--- src/rtl/wdog_pkg.sv ---
`timescale 1ns/1ps
package wdog_pkg;

  typedef enum logic [1:0] {
    RT_CPU    = 2'd0,
    RT_SUBSET = 2'd1,
    RT_SYSTEM = 2'd2,
    RT_NONE   = 2'd3
  } rst_kind_e;

  typedef struct packed {
    logic      ext_hi;
    logic      ext_pp;
    logic      ext_en;
    logic      alt_en;
    rst_kind_e kind;
    logic      run;
  } ctrl_t;

  localparam int unsigned CTRL_W     = $bits(ctrl_t);
  localparam int unsigned ADDR_W     = 3;
  localparam int unsigned MASK_WORDS = 2;
  localparam int unsigned MASK_W     = MASK_WORDS * 32;

  localparam logic [31:0] RESTART_KEY = 32'h0000_4755;

  localparam logic [ADDR_W-1:0] A_RELOAD  = 3'd0;
  localparam logic [ADDR_W-1:0] A_COUNT   = 3'd1;
  localparam logic [ADDR_W-1:0] A_RESTART = 3'd2;
  localparam logic [ADDR_W-1:0] A_CTRL    = 3'd3;
  localparam logic [ADDR_W-1:0] A_STATUS  = 3'd4;
  localparam logic [ADDR_W-1:0] A_MASK0   = 3'd5;
  localparam logic [ADDR_W-1:0] A_PULSE   = 3'd7;

endpackage

--- src/rtl/wdog_regs.sv ---
`timescale 1ns/1ps
module wdog_regs
  import wdog_pkg::*;
#(
  parameter int unsigned CNT_W      = 32,
  parameter int unsigned RELOAD_RST = 1000
) (
  input  logic              clk_i,
  input  logic              rst_ni,
  input  logic              we_i,
  input  logic [ADDR_W-1:0] addr_i,
  input  logic [31:0]       wdata_i,
  output logic [31:0]       rdata_o,
  input  logic [CNT_W-1:0]  cnt_i,
  input  logic              tmo_i,
  input  logic              alt_i,
  output logic [CNT_W-1:0]  reload_o,
  output ctrl_t             ctrl_o,
  output logic [MASK_W-1:0] mask_o,
  output logic [31:0]       dur_o,
  output logic              restart_o
);

  localparam ctrl_t CTRL_RST = '{ext_hi: 1'b0, ext_pp: 1'b0, ext_en: 1'b0,
                                 alt_en: 1'b0, kind: RT_SYSTEM, run: 1'b0};

  logic [CNT_W-1:0] reload_q, reload_d;
  ctrl_t            ctrl_q, ctrl_d;
  logic [31:0]      dur_q, dur_d;

  always_comb begin
    reload_d = reload_q;
    ctrl_d   = ctrl_q;
    dur_d    = dur_q;
    if (we_i) begin
      case (addr_i)
        A_RELOAD: reload_d = wdata_i[CNT_W-1:0];
        A_CTRL:   ctrl_d   = ctrl_t'(wdata_i[CTRL_W-1:0]);
        A_PULSE:  dur_d    = wdata_i;
        default:  ;
      endcase
    end
  end

  always_ff @(posedge clk_i or negedge rst_ni) begin
    if (!rst_ni) begin
      reload_q <= CNT_W'(RELOAD_RST);
      ctrl_q   <= CTRL_RST;
      dur_q    <= '0;
    end else begin
      reload_q <= reload_d;
      ctrl_q   <= ctrl_d;
      dur_q    <= dur_d;
    end
  end

  for (genvar w = 0; w < MASK_WORDS; w++) begin : g_mask
    localparam logic [ADDR_W-1:0] WORD_ADDR = ADDR_W'(int'(A_MASK0) + w);
    logic [31:0] word_q, word_d;
    always_comb word_d = (we_i && addr_i == WORD_ADDR) ? wdata_i : word_q;
    always_ff @(posedge clk_i or negedge rst_ni) begin
      if (!rst_ni) word_q <= '0;
      else         word_q <= word_d;
    end
    assign mask_o[w*32 +: 32] = word_q;
  end

  assign restart_o = we_i && (addr_i == A_RESTART) && (wdata_i == RESTART_KEY);
  assign reload_o  = reload_q;
  assign ctrl_o    = ctrl_q;
  assign dur_o     = dur_q;

  always_comb begin
    rdata_o = '0;
    case (addr_i)
      A_RELOAD: rdata_o[CNT_W-1:0]  = reload_q;
      A_COUNT:  rdata_o[CNT_W-1:0]  = cnt_i;
      A_CTRL:   rdata_o[CTRL_W-1:0] = ctrl_q;
      A_STATUS: rdata_o[1:0]        = {alt_i, tmo_i};
      A_PULSE:  rdata_o             = dur_q;
      default: begin
        if (addr_i >= A_MASK0)
          rdata_o = mask_o[32*(int'(addr_i) - int'(A_MASK0)) +: 32];
      end
    endcase
  end

endmodule

--- src/rtl/wdog_count.sv ---
`timescale 1ns/1ps
module wdog_count #(
  parameter int unsigned DIV        = 200,
  parameter int unsigned CNT_W      = 32,
  parameter int unsigned RELOAD_RST = 1000
) (
  input  logic             clk_i,
  input  logic             rst_ni,
  input  logic             run_i,
  input  logic             restart_i,
  input  logic [CNT_W-1:0] reload_i,
  output logic [CNT_W-1:0] cnt_o,
  output logic             tmo_o,
  output logic             fire_o
);

  localparam int unsigned      DIV_W    = (DIV > 1) ? $clog2(DIV) : 1;
  localparam logic [DIV_W-1:0] DIV_LAST = DIV_W'(DIV - 1);

  logic [DIV_W-1:0] div_q, div_d;
  logic [CNT_W-1:0] cnt_q, cnt_d;
  logic             tmo_q, tmo_d;
  logic             tick;
  logic             last;

  always_comb begin
    tick   = (div_q == DIV_LAST);
    last   = (cnt_q <= CNT_W'(1));
    div_d  = (restart_i || tick) ? '0 : div_q + 1'b1;
    fire_o = tick && run_i && !tmo_q && !restart_i && last;
    cnt_d  = cnt_q;
    tmo_d  = tmo_q;
    if (restart_i) begin
      cnt_d = reload_i;
      tmo_d = 1'b0;
    end else if (tick && run_i && !tmo_q) begin
      if (last) begin
        cnt_d = '0;
        tmo_d = 1'b1;
      end else begin
        cnt_d = cnt_q - 1'b1;
      end
    end
  end

  always_ff @(posedge clk_i or negedge rst_ni) begin
    if (!rst_ni) begin
      div_q <= '0;
      cnt_q <= CNT_W'(RELOAD_RST);
      tmo_q <= 1'b0;
    end else begin
      div_q <= div_d;
      cnt_q <= cnt_d;
      tmo_q <= tmo_d;
    end
  end

  assign cnt_o = cnt_q;
  assign tmo_o = tmo_q;

  // a valid restart loads the reload value and clears the timeout
  a_r2_reload: assert property (@(posedge clk_i) disable iff (!rst_ni)
    restart_i |=> (cnt_q == $past(reload_i)) && !tmo_q);

  // once expired, the counter stays parked at zero until restarted
  a_r4_parked: assert property (@(posedge clk_i) disable iff (!rst_ni)
    (tmo_q && !restart_i) |=> (cnt_q == '0) && tmo_q);

  // with the run bit clear the count does not move
  a_r3_hold: assert property (@(posedge clk_i) disable iff (!rst_ni)
    (!run_i && !restart_i) |=> $stable(cnt_q));

endmodule

--- src/rtl/wdog_rstgen.sv ---
`timescale 1ns/1ps
module wdog_rstgen
  import wdog_pkg::*;
#(
  parameter int unsigned RST_CYC = 16
) (
  input  logic              clk_i,
  input  logic              rst_ni,
  input  logic              fire_i,
  input  rst_kind_e         kind_i,
  input  logic              alt_en_i,
  input  logic [MASK_W-1:0] mask_i,
  output logic              rst_cpu_o,
  output logic              rst_sys_o,
  output logic [MASK_W-1:0] rst_periph_o,
  output logic              alt_boot_o
);

  localparam int unsigned      LEN_W   = $clog2(RST_CYC + 1);
  localparam logic [LEN_W-1:0] LEN_MAX = LEN_W'(RST_CYC);

  logic [LEN_W-1:0]  len_q, len_d;
  rst_kind_e         kind_q, kind_d;
  logic [MASK_W-1:0] mask_q, mask_d;
  logic              alt_q, alt_d;
  logic              busy;

  always_comb begin
    len_d  = len_q;
    kind_d = kind_q;
    mask_d = mask_q;
    alt_d  = alt_q || (fire_i && alt_en_i);
    if (fire_i) begin
      len_d  = LEN_MAX;
      kind_d = kind_i;
      mask_d = mask_i;
    end else if (len_q != '0) begin
      len_d = len_q - 1'b1;
    end
  end

  always_ff @(posedge clk_i or negedge rst_ni) begin
    if (!rst_ni) begin
      len_q  <= '0;
      kind_q <= RT_NONE;
      mask_q <= '0;
      alt_q  <= 1'b0;
    end else begin
      len_q  <= len_d;
      kind_q <= kind_d;
      mask_q <= mask_d;
      alt_q  <= alt_d;
    end
  end

  assign busy         = (len_q != '0);
  assign rst_cpu_o    = busy && (kind_q == RT_CPU);
  assign rst_sys_o    = busy && (kind_q == RT_SYSTEM);
  assign rst_periph_o = (busy && kind_q == RT_SUBSET) ? mask_q : '0;
  assign alt_boot_o   = alt_q;

  // at most one kind of reset is active at a time
  a_r7_exclusive: assert property (@(posedge clk_i) disable iff (!rst_ni)
    $onehot0({rst_cpu_o, rst_sys_o, |rst_periph_o}));

  // the no-reset type leaves every reset output quiet
  a_r8_silent: assert property (@(posedge clk_i) disable iff (!rst_ni)
    (fire_i && kind_i == RT_NONE) |=> !(rst_cpu_o || rst_sys_o || (|rst_periph_o)));

  // alternate boot select is sticky
  a_r9_sticky: assert property (@(posedge clk_i) disable iff (!rst_ni)
    alt_boot_o |=> alt_boot_o);

endmodule

--- src/rtl/wdog_extpin.sv ---
`timescale 1ns/1ps
module wdog_extpin #(
  parameter int unsigned DIV = 200
) (
  input  logic        clk_i,
  input  logic        rst_ni,
  input  logic        fire_i,
  input  logic        en_i,
  input  logic        pp_i,
  input  logic        hi_i,
  input  logic [31:0] dur_i,
  output logic        ext_o,
  output logic        ext_oe_o
);

  localparam int unsigned      DIV_W    = (DIV > 1) ? $clog2(DIV) : 1;
  localparam logic [DIV_W-1:0] DIV_LAST = DIV_W'(DIV - 1);

  logic [31:0]      rem_q, rem_d;
  logic [DIV_W-1:0] sub_q, sub_d;
  logic             active;
  logic             on_level;

  always_comb begin
    rem_d = rem_q;
    sub_d = sub_q;
    if (fire_i && en_i && dur_i != '0) begin
      rem_d = dur_i;
      sub_d = '0;
    end else if (rem_q != '0) begin
      if (sub_q == DIV_LAST) begin
        sub_d = '0;
        rem_d = rem_q - 1'b1;
      end else begin
        sub_d = sub_q + 1'b1;
      end
    end
  end

  always_ff @(posedge clk_i or negedge rst_ni) begin
    if (!rst_ni) begin
      rem_q <= '0;
      sub_q <= '0;
    end else begin
      rem_q <= rem_d;
      sub_q <= sub_d;
    end
  end

  always_comb begin
    active   = (rem_q != '0);
    on_level = pp_i && hi_i;
    if (pp_i) begin
      ext_oe_o = 1'b1;
      ext_o    = active ? on_level : !on_level;
    end else begin
      ext_oe_o = active;
      ext_o    = 1'b0;
    end
  end

  // a zero duration never starts a pulse
  a_r10_zero_len: assert property (@(posedge clk_i) disable iff (!rst_ni)
    (fire_i && dur_i == '0 && rem_q == '0) |=> (rem_q == '0));

  // with the external option off an expiry starts no pulse
  a_r10_disabled: assert property (@(posedge clk_i) disable iff (!rst_ni)
    (fire_i && !en_i && rem_q == '0) |=> (rem_q == '0));

endmodule

--- src/rtl/wdog_top.sv ---
`timescale 1ns/1ps
module wdog_top
  import wdog_pkg::*;
#(
  parameter int unsigned CLKS_PER_US = 200,
  parameter int unsigned RST_CYC     = 16,
  parameter int unsigned CNT_W       = 32,
  parameter int unsigned RELOAD_RST  = 1000000
) (
  input  logic        clk_i,
  input  logic        rst_ni,
  input  logic        reg_we_i,
  input  logic [2:0]  reg_addr_i,
  input  logic [31:0] reg_wdata_i,
  output logic [31:0] reg_rdata_o,
  output logic        rst_cpu_o,
  output logic        rst_sys_o,
  output logic [63:0] rst_periph_o,
  output logic        alt_boot_o,
  output logic        ext_o,
  output logic        ext_oe_o
);

  logic [1:0]        sync_q;
  logic              rst_n;
  logic [CNT_W-1:0]  cnt, reload;
  logic              tmo, fire, restart;
  ctrl_t             ctrl;
  logic [MASK_W-1:0] mask;
  logic [31:0]       dur;

  always_ff @(posedge clk_i or negedge rst_ni) begin
    if (!rst_ni) sync_q <= 2'b00;
    else         sync_q <= {sync_q[0], 1'b1};
  end
  assign rst_n = sync_q[1];

  wdog_regs #(.CNT_W(CNT_W), .RELOAD_RST(RELOAD_RST)) u_regs (
    .clk_i    (clk_i),
    .rst_ni   (rst_n),
    .we_i     (reg_we_i),
    .addr_i   (reg_addr_i),
    .wdata_i  (reg_wdata_i),
    .rdata_o  (reg_rdata_o),
    .cnt_i    (cnt),
    .tmo_i    (tmo),
    .alt_i    (alt_boot_o),
    .reload_o (reload),
    .ctrl_o   (ctrl),
    .mask_o   (mask),
    .dur_o    (dur),
    .restart_o(restart)
  );

  wdog_count #(.DIV(CLKS_PER_US), .CNT_W(CNT_W), .RELOAD_RST(RELOAD_RST)) u_count (
    .clk_i    (clk_i),
    .rst_ni   (rst_n),
    .run_i    (ctrl.run),
    .restart_i(restart),
    .reload_i (reload),
    .cnt_o    (cnt),
    .tmo_o    (tmo),
    .fire_o   (fire)
  );

  wdog_rstgen #(.RST_CYC(RST_CYC)) u_rstgen (
    .clk_i       (clk_i),
    .rst_ni      (rst_n),
    .fire_i      (fire),
    .kind_i      (ctrl.kind),
    .alt_en_i    (ctrl.alt_en),
    .mask_i      (mask),
    .rst_cpu_o   (rst_cpu_o),
    .rst_sys_o   (rst_sys_o),
    .rst_periph_o(rst_periph_o),
    .alt_boot_o  (alt_boot_o)
  );

  wdog_extpin #(.DIV(CLKS_PER_US)) u_extpin (
    .clk_i   (clk_i),
    .rst_ni  (rst_n),
    .fire_i  (fire),
    .en_i    (ctrl.ext_en),
    .pp_i    (ctrl.ext_pp),
    .hi_i    (ctrl.ext_hi),
    .dur_i   (dur),
    .ext_o   (ext_o),
    .ext_oe_o(ext_oe_o)
  );

endmodule

--- config.mk ---
export PLATFORM = sky130hd
export DESIGN_NAME = wdog_top
export DESIGN_NICKNAME = d
export VERILOG_FILES = /design/src/rtl/wdog_pkg.sv /design/src/rtl/wdog_regs.sv /design/src/rtl/wdog_count.sv /design/src/rtl/wdog_rstgen.sv /design/src/rtl/wdog_extpin.sv /design/src/rtl/wdog_top.sv
export SDC_FILE = /design/constraint.sdc
export NUM_CORES = 1
export LEC_CHECK = 0
export BUFFER_PORTS_ARGS = -buffer_cell sky130_fd_sc_hd__clkbuf_2
export CAP_MARGIN = 10
export CORE_MARGIN = 10
export CORE_UTILIZATION = 57
export DETAILED_ROUTE_END_ITERATION = 7
export GPL_ROUTABILITY_DRIVEN = 0
export GPL_TIMING_DRIVEN = 0
export PLACE_DENSITY = 0.81
export SLEW_MARGIN = 30
export SYNTH_ARGS = -nofsm -noshare
export SYNTH_HDL_FRONTEND = slang
export SYNTH_HIERARCHICAL = 1
export SYNTH_SLANG_ARGS = --single-unit
--- constraint.sdc ---
create_clock -name clk_i -period 10.81 [get_ports clk_i]
set_input_delay 2.162 -clock clk_i [delete_from_list [all_inputs] [get_ports clk_i]]
set_output_delay 2.162 -clock clk_i [all_outputs]
set_load 0.02 [all_outputs]
### Yosys cells after proc, flatten, opt, wreduce, memory -nomap -nowiden

Cells that the tools add are included.

| cells by class | value |
|---|---|
| reductions and logical operators | 36 |
| order comparisons | 2 |
| bitwise operators | 0 |
| mux-type cells | 23 |
| multiply operators | 0 |
| equal/unequal tests | 12 |
| divide/modulo/power cells | 0 |
| shift-type cells | 1 |
| add/subtract/negate cells | 6 |

Operators by type and width:

| cell | count |
|---|---|
| 2-to-1 mux 32 bit | 7 |
| case mux 25 bit (4 select lines) | 1 |
| 2-to-1 mux 64 bit | 1 |
| nonzero test 32 bit | 2 |
| variable part select 64 x 32 -> 32 bit | 1 |
| subtractor 32 x 1 -> 32 bit (second input constant) | 2 |
| == test 32 x 15 -> 1 bit (second input constant) | 1 |
| <= comparator 32 x 1 -> 1 bit (second input constant) | 1 |
| 2-to-1 mux 8 bit | 4 |
| case mux 5 bit (5 select lines) | 1 |
| adder 8 x 1 -> 8 bit (second input constant) | 2 |
| == test 8 bit (second input constant) | 2 |
| logical AND 1 bit | 15 |
| == test 3 bit (second input constant) | 4 |
| 2-to-1 mux 5 bit | 2 |
| case mux 2 bit (5 select lines) | 1 |
| AND reduction 2 bit | 5 |
| nonzero test 2 bit | 5 |
| == test 3 x 2 -> 1 bit (second input constant) | 2 |
| 2-to-1 mux 1 bit | 6 |
| nonzero test 5 bit | 1 |
| subtractor 5 x 1 -> 5 bit (second input constant) | 1 |
| subtractor 3 x 3 -> 4 bit (second input constant) | 1 |
| == test 3 x 1 -> 1 bit (second input constant) | 1 |
| other kinds (8) | 11 |

| storage, ports and cells | value |
|---|---|
| output and inout port bits | 101 |
| word-level logic and storage cells | 100 |
| latch bits | 0 |
| RAM bits | 0 |
| memories | 0 |
| bits of input ports | 38 |
| register bits after elaboration | 290 |
| memory bits (read-only) | 0 |

### Longest topological paths before layout

Gate-level depths: netlist (run 1).

| logic depth | value |
|---|---|
| depth after elaboration | 10 |
| gate-level depth with buffers | 15 |
| mapped depth without buffers | 9 |

### Hierarchy

Netlist (run 1), hierarchy kept.

Modules (own cells, without submodules):

| module | instances | area an instance (µm²) | cells an instance | seq. area each (µm²) |
|---|---|---|---|---|
| wdog_regs | 1 | 6327.3 | 470 | 3388.2 |
| wdog_rstgen | 1 | 3248.1 | 241 | 1804.2 |
| wdog_extpin | 1 | 2593.7 | 293 | 1001.0 |
| wdog_count | 1 | 2576.2 | 277 | 1034.7 |
| wdog_top | 1 | 53.8 | 3 | 50.0 |

### Worst setup path before layout (run 1)

OpenSTA, ideal clock, no wires.

| path | value |
|---|---|
| path type | input-to-output |
| start | in reg_addr_i[0] |
| end | out reg_rdata_o[11] |
| buffers on the path | 4 |
| arrival time | 4477 ps |
| stages | 11 |
| data required time | 8648 ps |
| slack | 4171 ps |
| path through | buf_2 buf_4 buf_2 inv_1 ha_1 inv_1 ha_1 nor4b_4 nand2_2 buf_6 o211ai_1 |

| between the ends | value |
|---|---|
| longest elaborated chain between the ends | 4 |
| elaborated cells between the ends (all ways) | 11 |
| those cells by class | add/sub: 1; order compare: 1; eq/ne: 4; shift: 1; mux: 2; reduce/logical: 2 |

Ends and longest elaborated chain:

| item | line | source |
|---|---|---|
| start, declared | wdog_top.sv:13 | `input logic [2:0] reg_addr_i,` |
| subtractor 3 x 3 -> 4 bit | wdog_regs.sv:83 | `rdata_o = mask_o[32*(int'(addr_i) - int'(A_MASK0)) +: 32];` |
| variable part select 64 x 32 -> 32 bit | wdog_regs.sv:83 |  |
| 2-to-1 mux 32 bit | wdog_regs.sv:82 | `if (addr_i >= A_MASK0)` |
| case mux 25 bit (4 select lines) (*) | wdog_regs.sv:75 | `case (addr_i)` |
| end, declared | wdog_top.sv:15 | `output logic [31:0] reg_rdata_o,` |

Every way passes the cells marked *; elsewhere a longest branch is shown, timed or not.

### Worst setup path after layout (run 1)

| path | value |
|---|---|
| start | in reg_addr_i[0] |
| end | out reg_rdata_o[7] |

Same word-level chain as after synthesis.

==> impl_metrics.toml, run 1 <==
[cts]
cts-resized-gates = 0
post-cts-setup-buffers = 0
htree_levels = 1
ctsLongestPathBuffers = 3
clock_sinks = 290
clk_latency_ns = 0.57
cts.clk_slew.worst_paths_ns = 0.06
cts_hold_buf = 0
cts-buffers-inserted = 31
clock-root-buffer = "sky130_fd_sc_hd__clkbuf_16"
cts_tree = "built"

[timing]
worst_max_slew_pin_slew_ns = 0.8171
min_period_over_period = 0.7091
timing_max_transition_violations_final = 0
slew_headroom = 0.4552
maximum_clock_frequency_mhz = 130.5
timing.clock.skew_ns = 0.02814
timing_hold_violations_final = 0
rsz0062_at_grt = "false"
period_needed_ns = 7.666
setup-tns-final_ns = 0
finalSetupViolations = 0

[logic_synthesis]
synth_adder_area_share = 0.01015
post_synth_edffs = 0
synthMostInstantiatedCell = "sky130_fd_sc_hd__dfrtp_1"
ys_seq_area_frac = 0.4918
yosys-mux-area-fraction = 0.1764
synth_top_cells_by_area = "sky130_fd_sc_hd__dfrtp_1, sky130_fd_sc_hd__mux2_1, sky130_fd_sc_hd__mux2_2"
synth_seq_cells = 290
synthesis.area_um2 = 14800
yosys.cell_types.count = 87
synth_top_family_by_area = "simple AND/OR/NAND/NOR gates"
syn_area_per_cell_um2 = 11.53
syn_nets = 1334
asyncSetResetFlopFracSynth = 1.000
synthDominantCellAreaShare = 0.4616
syn-instance-count = 1284
synth.yosys.warnings = 6
post_synth_xor_xnor_area = 0.01480
synth_commonest_cells = "sky130_fd_sc_hd__dfrtp_1, sky130_fd_sc_hd__mux2_1, sky130_fd_sc_hd__mux2_2"
synth_top_cell_by_area = "sky130_fd_sc_hd__dfrtp_1"
synth_compound_area_frac = 0.09816
ys.flop_type = "sky130_fd_sc_hd__dfrtp_1"
post_synth_and_or_nand_nor_area_fraction = 0.1770

[cells_and_area]
n_fill_cell = 1866
multi_input_area_um2 = 7056
nNetsFinal = 1511
final_layout_size_suffix_gt1_frac = 0.2907
syn2layout_area_growth_pct = 15.13
stdcell_area_um2 = 17040
antennaDiodeCount = 0
area.sequential_um2 = 7282

[floorplanning]
start_util = 0.5827
row_count = 58
io_pins = 139
placeableCoreArea_um2 = 25400
chipHeight_um = 181.1
floorplan.die_area_um2 = 32810
die-width_um = 181.1

[drt]
wl_per_cell_um = 23.75
drt_wl_total_um = 43130
remaining_drc_errors = 0
vias_per_cell = 6.472
routed-via-count = 11750
drt.antenna.violating_nets = 0
drt_iter0_drc = 1269
drt_first_pass_iters = 6

[global_route]
maximum_number_of_pins_on_one_net_before_global_route_repair = 51
track_usage = 0.2521
grt_overflow = 0
first_global_vias = 11860
antenna_found_initial = 0
grt_pass1_wl_um = 67430

[flow_run]
cap_violations = 0

[pwr]
p_per_area_nw_per_um2 = 154.3
power.leakage_nw = 7.385
worst_ir_drop_vdd_mv = 0.1364

[status]
run_status = "completed"

[min_path]
hp-class = "flip-flop to async pin"

[setup_path]
setup.worst_path.start_class = "primary input"
path_class = "primary input to output port"
timing.rr.start = "u_count/cnt_o[4]$_DFFE_PN0P_"
worstReg2RegEnd = "u_rstgen/mask_q[26]$_DFFE_PN0P_"
worst-path-max-fanout = 10
timing.reg2reg.worst_path_depth = 9
crit_path_end_kind = "output port"
crit_arrival_ns = 5.50
ff2ff_setup_slack_ns = 7.03
worst_ep_required_time_ns = 8.65

[place]
dpl.hpwl_um = 31260
portBuffers = 138
placedInstanceArea_um2 = 16050
power breakdown:
| group | leakage (nW) | internal, mW | switching, mW |
|---|---|---|---|
| combinational | 3.42 | 0.121 | 0.149 |
| clock | 0.482 | 0.593 | 0.434 |
| sequential | 3.48 | 1.20 | 0.128 |
sequential cells by signal, indices dropped and copies added (netlist names), 2 cells and up:
signal                flops
sync_q                    2
u_regs/g_mask.word_q     64
u_extpin/sub_q            8
u_extpin/rem_q           32
u_rstgen/len_q            5
u_regs/ctrl_o             7
u_regs/dur_o             32
u_rstgen/kind_q           2
u_count/div_q             8
u_count/cnt_o            32
u_rstgen/mask_q          64
u_regs/reload_o          32
worst max-delay path: stages:
cell	delay (ns)
sky130_fd_sc_hd__clkbuf_2	0.12
sky130_fd_sc_hd__buf_2	0.19
sky130_fd_sc_hd__buf_4	0.26
sky130_fd_sc_hd__buf_2	0.45
sky130_fd_sc_hd__inv_1	0.16
sky130_fd_sc_hd__ha_1	0.24
sky130_fd_sc_hd__inv_1	0.05
sky130_fd_sc_hd__ha_1	0.24
sky130_fd_sc_hd__nor4b_4	0.42
sky130_fd_sc_hd__nand2_2	0.32
sky130_fd_sc_hd__buf_6	0.26
sky130_fd_sc_hd__o211ai_1	0.35
sky130_fd_sc_hd__clkbuf_2	0.25
metal layers:
metal / up-vias / wire [um] / GRT usage
li1: 5137 / - / -
met1: 5887 / 18000 / 0.3422
met2: 618 / 19610 / 0.3929
met3: 112 / 3825 / 0.04835
met4: 0 / 1692 / 0.09404
met5: - / 0 / 0
cell usage in the layout, fill, tap and decap left out, types with 14 or more instances in the layout:
cell type / synthesis / layout
sky130_fd_sc_hd__o31ai_1: 14 / 14
sky130_fd_sc_hd__dfrtp_1: 273 / 272
sky130_fd_sc_hd__nor4_1: 19 / 19
sky130_fd_sc_hd__clkbuf_16: 0 / 31
sky130_fd_sc_hd__o21ai_1: 20 / 20
sky130_fd_sc_hd__a22oi_1: 31 / 31
sky130_fd_sc_hd__clkbuf_1: 24 / 33
sky130_fd_sc_hd__mux2i_1: 28 / 28
sky130_fd_sc_hd__mux2_2: 89 / 89
sky130_fd_sc_hd__or4_1: 22 / 22
sky130_fd_sc_hd__o21ai_0: 20 / 20
sky130_fd_sc_hd__inv_1: 14 / 14
sky130_fd_sc_hd__and2_1: 29 / 29
sky130_fd_sc_hd__or3_1: 23 / 23
sky130_fd_sc_hd__mux2_1: 118 / 118
sky130_fd_sc_hd__clkbuf_2: 6 / 144
sky130_fd_sc_hd__dfstp_2: 17 / 17
sky130_fd_sc_hd__nor3_1: 23 / 23
sky130_fd_sc_hd__buf_2: 32 / 32
sky130_fd_sc_hd__o211ai_1: 39 / 39
sky130_fd_sc_hd__nand2_1: 86 / 86
sky130_fd_sc_hd__a31oi_1: 30 / 30
sky130_fd_sc_hd__nor2_1: 62 / 62
sky130_fd_sc_hd__nand3_1: 31 / 31
sky130_fd_sc_hd__a21oi_1: 18 / 18
sky130_fd_sc_hd__and2_2: 39 / 39
sky130_fd_sc_hd__xnor2_1: 18 / 18
worst max-delay path by stage:
stage	slack [ns]	startpoint	endpoint
floorplan	2.16	sync_q[1]$_DFF_PN0_	u_count/cnt_o[0]$_DFFE_PN0P_
global placement	-1.00	sync_q[1]$_DFF_PN0_	u_extpin/rem_q[28]$_DFFE_PN0P_
detailed placement	3.24	reg_addr_i[0]	reg_rdata_o[7]
CTS	3.21	reg_addr_i[0]	reg_rdata_o[7]
global route	3.09	reg_addr_i[0]	reg_rdata_o[8]
finish	3.14	reg_addr_i[0]	reg_rdata_o[7]
area by class of cell:
class                      count  area share
multi-input combinational    903      0.4141
tap                          330     0.02423
buffer                        76     0.02401
clock inverter                12    0.005655
clock buffer                  46     0.05236
inverter                      15    0.003305
sequential                   290      0.4274
timing repair buffer         144     0.04891
logic make-up after synthesis:
logic type / after synthesis
buf+inv: 91
fa+ha+maj: 12
flops: 290
other cells: 1
mux: 235
xor+xnor: 25
compound gates: 208
simple gates: 422
per-stage QoR:
stage / worst slack (ns) / util / cells / total power [mW] / hold slack [ns]
global placement: -1.001 / 0.6261 / 1752 / 1.586 / 0.3386
floorplan: 2.159 / - / 1284 / 1.467 / 0.3312
finish: 3.144 / 0.6708 / 1816 / 2.629 / 0.2661
detailed placement: 3.238 / 0.6319 / 1758 / 1.611 / 0.2801
global route: 3.091 / 0.6708 / 1816 / 2.719 / 0.2964
CTS: 3.213 / 0.6708 / 1816 / 2.639 / 0.2851
Power figures use the tool's default switching activity.
==> run 2, diff against run 1 <==
--- a/config.mk
+++ b/config.mk
@@ -5,6 +5,7 @@
 export SDC_FILE = /design/constraint.sdc
 export NUM_CORES = 1
 export LEC_CHECK = 0
+export ABC_AREA = 1
 export BUFFER_PORTS_ARGS = -buffer_cell sky130_fd_sc_hd__clkbuf_2
 export CAP_MARGIN = 10
 export CORE_MARGIN = 10
==> constraint.sdc (replaced) <==
create_clock -name clk_i -period 7.1 [get_ports clk_i]
set_input_delay 1.42 -clock clk_i [delete_from_list [all_inputs] [get_ports clk_i]]
set_output_delay 1.42 -clock clk_i [all_outputs]
set_load 0.02 [all_outputs]
==> run 2 against run 1 <==
Critical endpoint is now reg_rdata_o[11]. Worst setup slack worse by 1.2 ns. Sequential share of layout area down 3.6 points. Global-route usage up 3.3 points. Combinational power up 60%. First-iteration DRC count up 69%.
==> impl_metrics.toml, run 2 <==
[cts]
clk_latency_ns = 0.53
ctsLongestPathBuffers = 3
cts.clk_slew.worst_paths_ns = 0.06
htree_levels = 2
cts_tree = "built"
cts-resized-gates = 0
post-cts-setup-buffers = 0
cts_hold_buf = 0
cts-buffers-inserted = 34
clock_sinks = 290
clock-root-buffer = "sky130_fd_sc_hd__clkbuf_16"

[timing]
period_needed_ns = 5.190
worst_max_slew_pin_slew_ns = 0.6804
setup-tns-final_ns = 0
finalSetupViolations = 0
timing_max_transition_violations_final = 0
rsz0062_at_grt = "false"
maximum_clock_frequency_mhz = 192.7
timing.clock.skew_ns = 0.02959
min_period_over_period = 0.7309
timing_hold_violations_final = 0
slew_headroom = 0.5464

[floorplanning]
placeableCoreArea_um2 = 27860
row_count = 61
die-width_um = 188.4
floorplan.die_area_um2 = 35490
io_pins = 139
chipHeight_um = 188.4
start_util = 0.5801

[pwr]
p_per_area_nw_per_um2 = 226.1
power.leakage_nw = 9.629
worst_ir_drop_vdd_mv = 0.2161

[logic_synthesis]
synthDominantCellAreaShare = 0.4228
post_synth_edffs = 0
synth_seq_cells = 290
synthMostInstantiatedCell = "sky130_fd_sc_hd__nand2_1"
syn-instance-count = 2205
synth_top_cells_by_area = "sky130_fd_sc_hd__dfrtp_1, sky130_fd_sc_hd__nand2_1, sky130_fd_sc_hd__o21ai_0"
ys_seq_area_frac = 0.4504
syn_nets = 2255
syn_area_per_cell_um2 = 7.328
asyncSetResetFlopFracSynth = 1.000
yosys.cell_types.count = 40
synthesis.area_um2 = 16160
synth_commonest_cells = "sky130_fd_sc_hd__nand2_1, sky130_fd_sc_hd__dfrtp_1, sky130_fd_sc_hd__inv_1"
synth.yosys.warnings = 6
synth_top_cell_by_area = "sky130_fd_sc_hd__dfrtp_1"
ys.flop_type = "sky130_fd_sc_hd__dfrtp_1"

[drt]
routed-via-count = 15940
remaining_drc_errors = 0
vias_per_cell = 5.717
drt_wl_total_um = 51950
drt_first_pass_iters = 6
drt.antenna.violating_nets = 0
drt_iter0_drc = 2139
wl_per_cell_um = 18.63

[cells_and_area]
nNetsFinal = 2434
final_common_cell = "sky130_fd_sc_hd__nand2_1"
n_fill_cell = 2305
top_regs = "u_regs/g_mask.word_q: 64 flops, u_rstgen/mask_q: 64 flops"
mostFrequentLayoutCells = "sky130_fd_sc_hd__nand2_1, sky130_fd_sc_hd__dfrtp_1, sky130_fd_sc_hd__inv_1"
fin_util = 0.6683
final_layout_size_suffix_gt1_frac = 0.1636
syn2layout_area_growth_pct = 15.22

[flow_run]
cap_violations = 0

[setup_path]
worst_path_largest_cell_delay_ns = 0.42
critPathSlowestCell = "sky130_fd_sc_hd__clkbuf_1"
timing.reg2reg.worst_path_depth = 10
worstReg2RegEnd = "u_rstgen/mask_q[58]$_DFFE_PN0P_"
setup.worst_path.start_class = "primary input"
worst-path-max-fanout = 12
ff2ff_setup_slack_ns = 4.15
crit_family = "buffers and inverters"
timing.critical_path.cells = "clkbuf_2 > clkbuf_1 > inv_1 > buf_2 > ha_1 > inv_1 > nor2_8 > clkbuf_1 > a21oi_1 > nand2_1 > clkbuf_2"
crit_arrival_ns = 3.77
crit_path_end_kind = "output port"
path_class = "primary input to output port"
crit_buf_inv = 7
worst_ep_required_time_ns = 5.68
timing.rr.start = "u_count/div_q[0]$_DFF_PN0_"

[global_route]
first_global_vias = 15520
antenna_found_initial = 2
grt_pass1_wl_um = 81600
track_usage = 0.2855
maximum_number_of_pins_on_one_net_before_global_route_repair = 53
grt_overflow = 0

[place]
portBuffers = 137
dpl.hpwl_um = 39420

[min_path]
hp-class = "flip-flop to async pin"

[status]
run_status = "completed"
==> run 2: changes by cell type in the layout (fill, tap and decap cells not counted), sizes merged, moves of 68 or more <==
| cell | delta |
|---|---|
| nand2 | +712 |
| and2 | -68 |
| nor2 | +198 |
| nand3 | +124 |
| o21ai | +218 |
| inv | +210 |
| mux2 | -207 |
==> run 2: through the flow <==
step                      worst slack (ns)  instance area (um2)  power, mW  instances  hold slack [ns]
final                                1.910                18620      4.210       2789           0.1695
after global routing                 1.776                18620      4.349       2789           0.1904
after CTS                            2.006                18610      4.205       2787           0.1781
after floorplan                      2.367                16160      2.217       2205           0.3311
after detailed placement             2.017                17480      2.424       2726           0.1793
after global placement              0.6460                17320      2.394       2720           0.3381
==> run 2: worst max-delay path by stage <==
stage / from / to / slack [ns] / cells after the start
6_report: reg_addr_i[0] / reg_rdata_o[11] / 1.91 / 11
5_1_grt: reg_addr_i[0] / reg_rdata_o[11] / 1.78 / 11
4_1_cts: reg_addr_i[0] / reg_rdata_o[8] / 2.01 / 11
3_5_place_dp: reg_addr_i[0] / reg_rdata_o[8] / 2.02 / 11
3_3_place_gp: sync_q[1]$_DFF_PN0_ / u_rstgen/len_q[0]$_DFFE_PN0P_ / 0.65 / 0
2_1_floorplan: sync_q[1]$_DFF_PN0_ / u_count/cnt_o[0]$_DFFE_PN0P_ / 2.37 / 0
==> run 2: logic make-up (layout without fill, tap and decap cells) <==
group / count (synthesis) / count (layout) / synth area share
simple gates: 1254 / 1254 / 0.3297
buf+inv: 317 / 521 / 0.09013
compound gates: 301 / 301 / 0.1040
flops: 290 / 290 / 0.4504
xor+xnor: 30 / 30 / 0.01626
fa+ha+maj: 12 / 12 / 0.009291
other cells: 1 / 3 / 0.0002321
==> run 2: layer usage <==
metal	vias to the layer above	part of all wire	track usage
met5	-	0	0
met4	0	0.047	0.1261
met3	200	0.10	0.06444
met2	954	0.46	0.4639
met1	7510	0.39	0.3584
li1	7280	-	-
==> run 2: area by class of cell <==
cell class,count,area (um2),share of cell area
inverter,223,844.6,0.04536
antenna,2,5.005,0.0002688
clock inverter,17,225.2,0.01210
multi-input combinational,1598,7425,0.3988
clock buffer,44,908.4,0.04879
tap,378,473.0,0.02540
timing repair buffer,143,843.3,0.04530
buffer,94,611.8,0.03286
sequential,290,7282,0.3911
==> run 2: report_power, final <==
part	internal [mW]	switching, mW	total [mW]
clock	1.06	0.725	1.79
sequential	1.81	0.184	1.99
combinational	0.150	0.283	0.432
==> run 3, diff against run 2 <==
--- a/config.mk
+++ b/config.mk
@@ -9,7 +9,7 @@
 export BUFFER_PORTS_ARGS = -buffer_cell sky130_fd_sc_hd__clkbuf_2
 export CAP_MARGIN = 10
 export CORE_MARGIN = 10
-export CORE_UTILIZATION = 57
+export CORE_UTILIZATION = 55
 export DETAILED_ROUTE_END_ITERATION = 7
 export GPL_ROUTABILITY_DRIVEN = 0
 export GPL_TIMING_DRIVEN = 0
==> constraint.sdc (replaced) <==
create_clock -name clk_i -period 4.6 [get_ports clk_i]
set_input_delay 0.92 -clock clk_i [delete_from_list [all_inputs] [get_ports clk_i]]
set_output_delay 0.92 -clock clk_i [all_outputs]
set_load 0.02 [all_outputs]
==> run 3 against run 2 <==
Clock power grew 61%. Power grew 58%. Non-clock buffer count unchanged. Worst setup slack got worse by 1.6 ns. Via count fell by 0.24%. Sequential power is 54% higher. Hold slack got worse by 0.058 ns. Clock skew up 0.00080 ns. Cell area up 0.36%. Clock-buffer cell count is 2 lower. Critical endpoint is now reg_rdata_o[8].
==> impl_metrics.toml, run 3 (synthesized netlist as in run 2, its figures left out) <==
[timing]
timing.clock.skew_ns = 0.03039
timing_hold_violations_final = 0
min_period_over_period = 0.9334
slew_headroom = 0.5713
rsz0062_at_grt = "false"
worst_max_slew_pin_slew_ns = 0.6431
timing.final.ws_setup_ns = 0.3066
setup-tns-final_ns = 0
finalSetupViolations = 0
period_needed_ns = 4.293
maximum_clock_frequency_mhz = 232.9
timing_max_transition_violations_final = 0

[cts]
cts-resized-gates = 0
post-cts-setup-buffers = 0
ctsLongestPathBuffers = 3
cts_hold_buf = 0
cts.clk_slew.worst_paths_ns = 0.06
cts_tree = "built"
clock_sinks = 290
clock-root-buffer = "sky130_fd_sc_hd__clkbuf_16"
clk_latency_ns = 0.59
htree_levels = 1
cts-buffers-inserted = 31

[floorplanning]
chipHeight_um = 191.4
floorplan.die_area_um2 = 36640
io_pins = 139
die-width_um = 191.4
start_util = 0.5600
row_count = 62
placeableCoreArea_um2 = 28860

[pwr]
power.leakage_nw = 9.673
worst_ir_drop_vdd_mv = 0.3777
p_per_area_nw_per_um2 = 355.0

[setup_path]
worst-path-max-fanout = 12
setup.worst_path.start_class = "primary input"
crit_path_end_kind = "output port"
path_class = "primary input to output port"
crit_arrival_ns = 3.37
worst_ep_required_time_ns = 3.68

[global_route]
grt_overflow = 0
track_usage = 0.2806
first_global_vias = 15450
grt_pass1_wl_um = 81900
antenna_found_initial = 3
maximum_number_of_pins_on_one_net_before_global_route_repair = 53

[cells_and_area]
stdcell_area_um2 = 18690
syn2layout_area_growth_pct = 15.63
mostFrequentLayoutCells = "sky130_fd_sc_hd__nand2_1, sky130_fd_sc_hd__dfrtp_1, sky130_fd_sc_hd__inv_1"
fin_util = 0.6475
top_regs = "u_regs/g_mask.word_q: 64 flops, u_rstgen/mask_q: 64 flops"
n_fill_cell = 2462
final_common_cell = "sky130_fd_sc_hd__nand2_1"
final_layout_size_suffix_gt1_frac = 0.1646
nNetsFinal = 2431

[place]
post-place-ws_ns = 0.2717
portBuffers = 137
placedInstanceArea_um2 = 17480
dpl.hpwl_um = 39430

[min_path]
hp-class = "primary input to async pin"

[drt]
remaining_drc_errors = 0
vias_per_cell = 5.693
wl_per_cell_um = 18.61
routed-via-count = 15910
drt_first_pass_iters = 6
drt_iter0_drc = 1933
drt_wl_total_um = 51990
drt.antenna.violating_nets = 0

[status]
run_status = "completed"

[flow_run]
cap_violations = 0
==> run 3: cell count changes in the layout (fill, tap and decap cells not counted) <==
| cell | previous run | this run |
|---|---|---|
| sky130_fd_sc_hd__clkinvlp_4 | 3 | 0 |
| sky130_fd_sc_hd__bufinv_16 | 4 | 8 |
| sky130_fd_sc_hd__inv_8 | 1 | 0 |
| sky130_fd_sc_hd__clkbuf_8 | 2 | 8 |
| sky130_fd_sc_hd__clkbuf_1 | 37 | 32 |
| sky130_fd_sc_hd__inv_16 | 0 | 1 |
| sky130_fd_sc_hd__clkinv_4 | 2 | 1 |
| sky130_fd_sc_hd__clkinv_8 | 1 | 0 |
| sky130_fd_sc_hd__buf_12 | 2 | 3 |
| sky130_fd_sc_hd__inv_6 | 3 | 1 |
| sky130_fd_sc_hd__diode_2 | 2 | 4 |
| sky130_fd_sc_hd__clkbuf_16 | 34 | 31 |
| sky130_fd_sc_hd__clkinv_2 | 4 | 6 |
| sky130_fd_sc_hd__buf_16 | 5 | 4 |
==> run 3: worst max-delay path, cell delays in order <==
cell and delay (ns):
sky130_fd_sc_hd__clkbuf_2 0.13, sky130_fd_sc_hd__clkbuf_1 0.16, sky130_fd_sc_hd__inv_1 0.20, sky130_fd_sc_hd__buf_2 0.34, sky130_fd_sc_hd__ha_1 0.27, sky130_fd_sc_hd__inv_1 0.12
sky130_fd_sc_hd__nor2_8 0.15, sky130_fd_sc_hd__clkbuf_1 0.47, sky130_fd_sc_hd__a21oi_1 0.17, sky130_fd_sc_hd__nand2_1 0.21, sky130_fd_sc_hd__clkbuf_2 0.21
==> run 3: final cells by class <==
type	count	area (um2)	share of cell area
diodes	4	10.01	0.0005357
flip-flops and latches	290	7282	0.3897
clock inverters	16	299.0	0.01600
inverters	223	844.6	0.04520
repair buffers	143	835.8	0.04473
well taps	384	480.5	0.02571
multi-input cells	1598	7425	0.3973
plain buffers	94	611.8	0.03274
clock buffers	42	897.1	0.04801
==> run 3: where the power goes <==
group	leakage, nW	switching [mW]	internal, mW
sequential	3.72	0.284	2.79
clock	0.594	1.08	1.81
combinational	5.36	0.439	0.231
==> run 3: per-stage QoR <==
step                std cells  hold slack (ns)  power [mW]
finish                   2794           0.1114       6.633
global route             2792          0.09573       6.835
CTS                      2790          0.09915       6.607
detailed placement       2732           0.2175       3.742
global placement         2726           0.3375       3.695
floorplan                2205           0.3312       3.422
==> run 3: metal layers <==
layer	routed length, um	GRT usage	vias up
met5	0	0	-
li1	-	-	7278
met2	23830	0.4540	951
met1	20160	0.3533	7496
met3	5604	0.06724	181
met4	2391	0.1181	0
==> run 3: final timing paths <==
kind                                                    from                              end  slack (ns)  cells after the start
worst max-delay path                           reg_addr_i[0]                   reg_rdata_o[8]        0.31                     11
worst min-delay path                                  rst_ni              sync_q[1]$_DFF_PN0_        0.11                      1
worst max register to register  u_count/cnt_o[0]$_DFFE_PN0P_  u_rstgen/mask_q[34]$_DFFE_PN0P_        1.57                     13
worst min register to register           sync_q[1]$_DFF_PN0_    u_count/cnt_o[24]$_DFFE_PN0P_        0.21                      0
max in group asynchronous                sync_q[1]$_DFF_PN0_     u_regs/ctrl_o[2]$_DFFE_PN1P_        3.24                      3
min in group clk_i                       sync_q[0]$_DFF_PN0_              sync_q[1]$_DFF_PN0_        0.35                      0
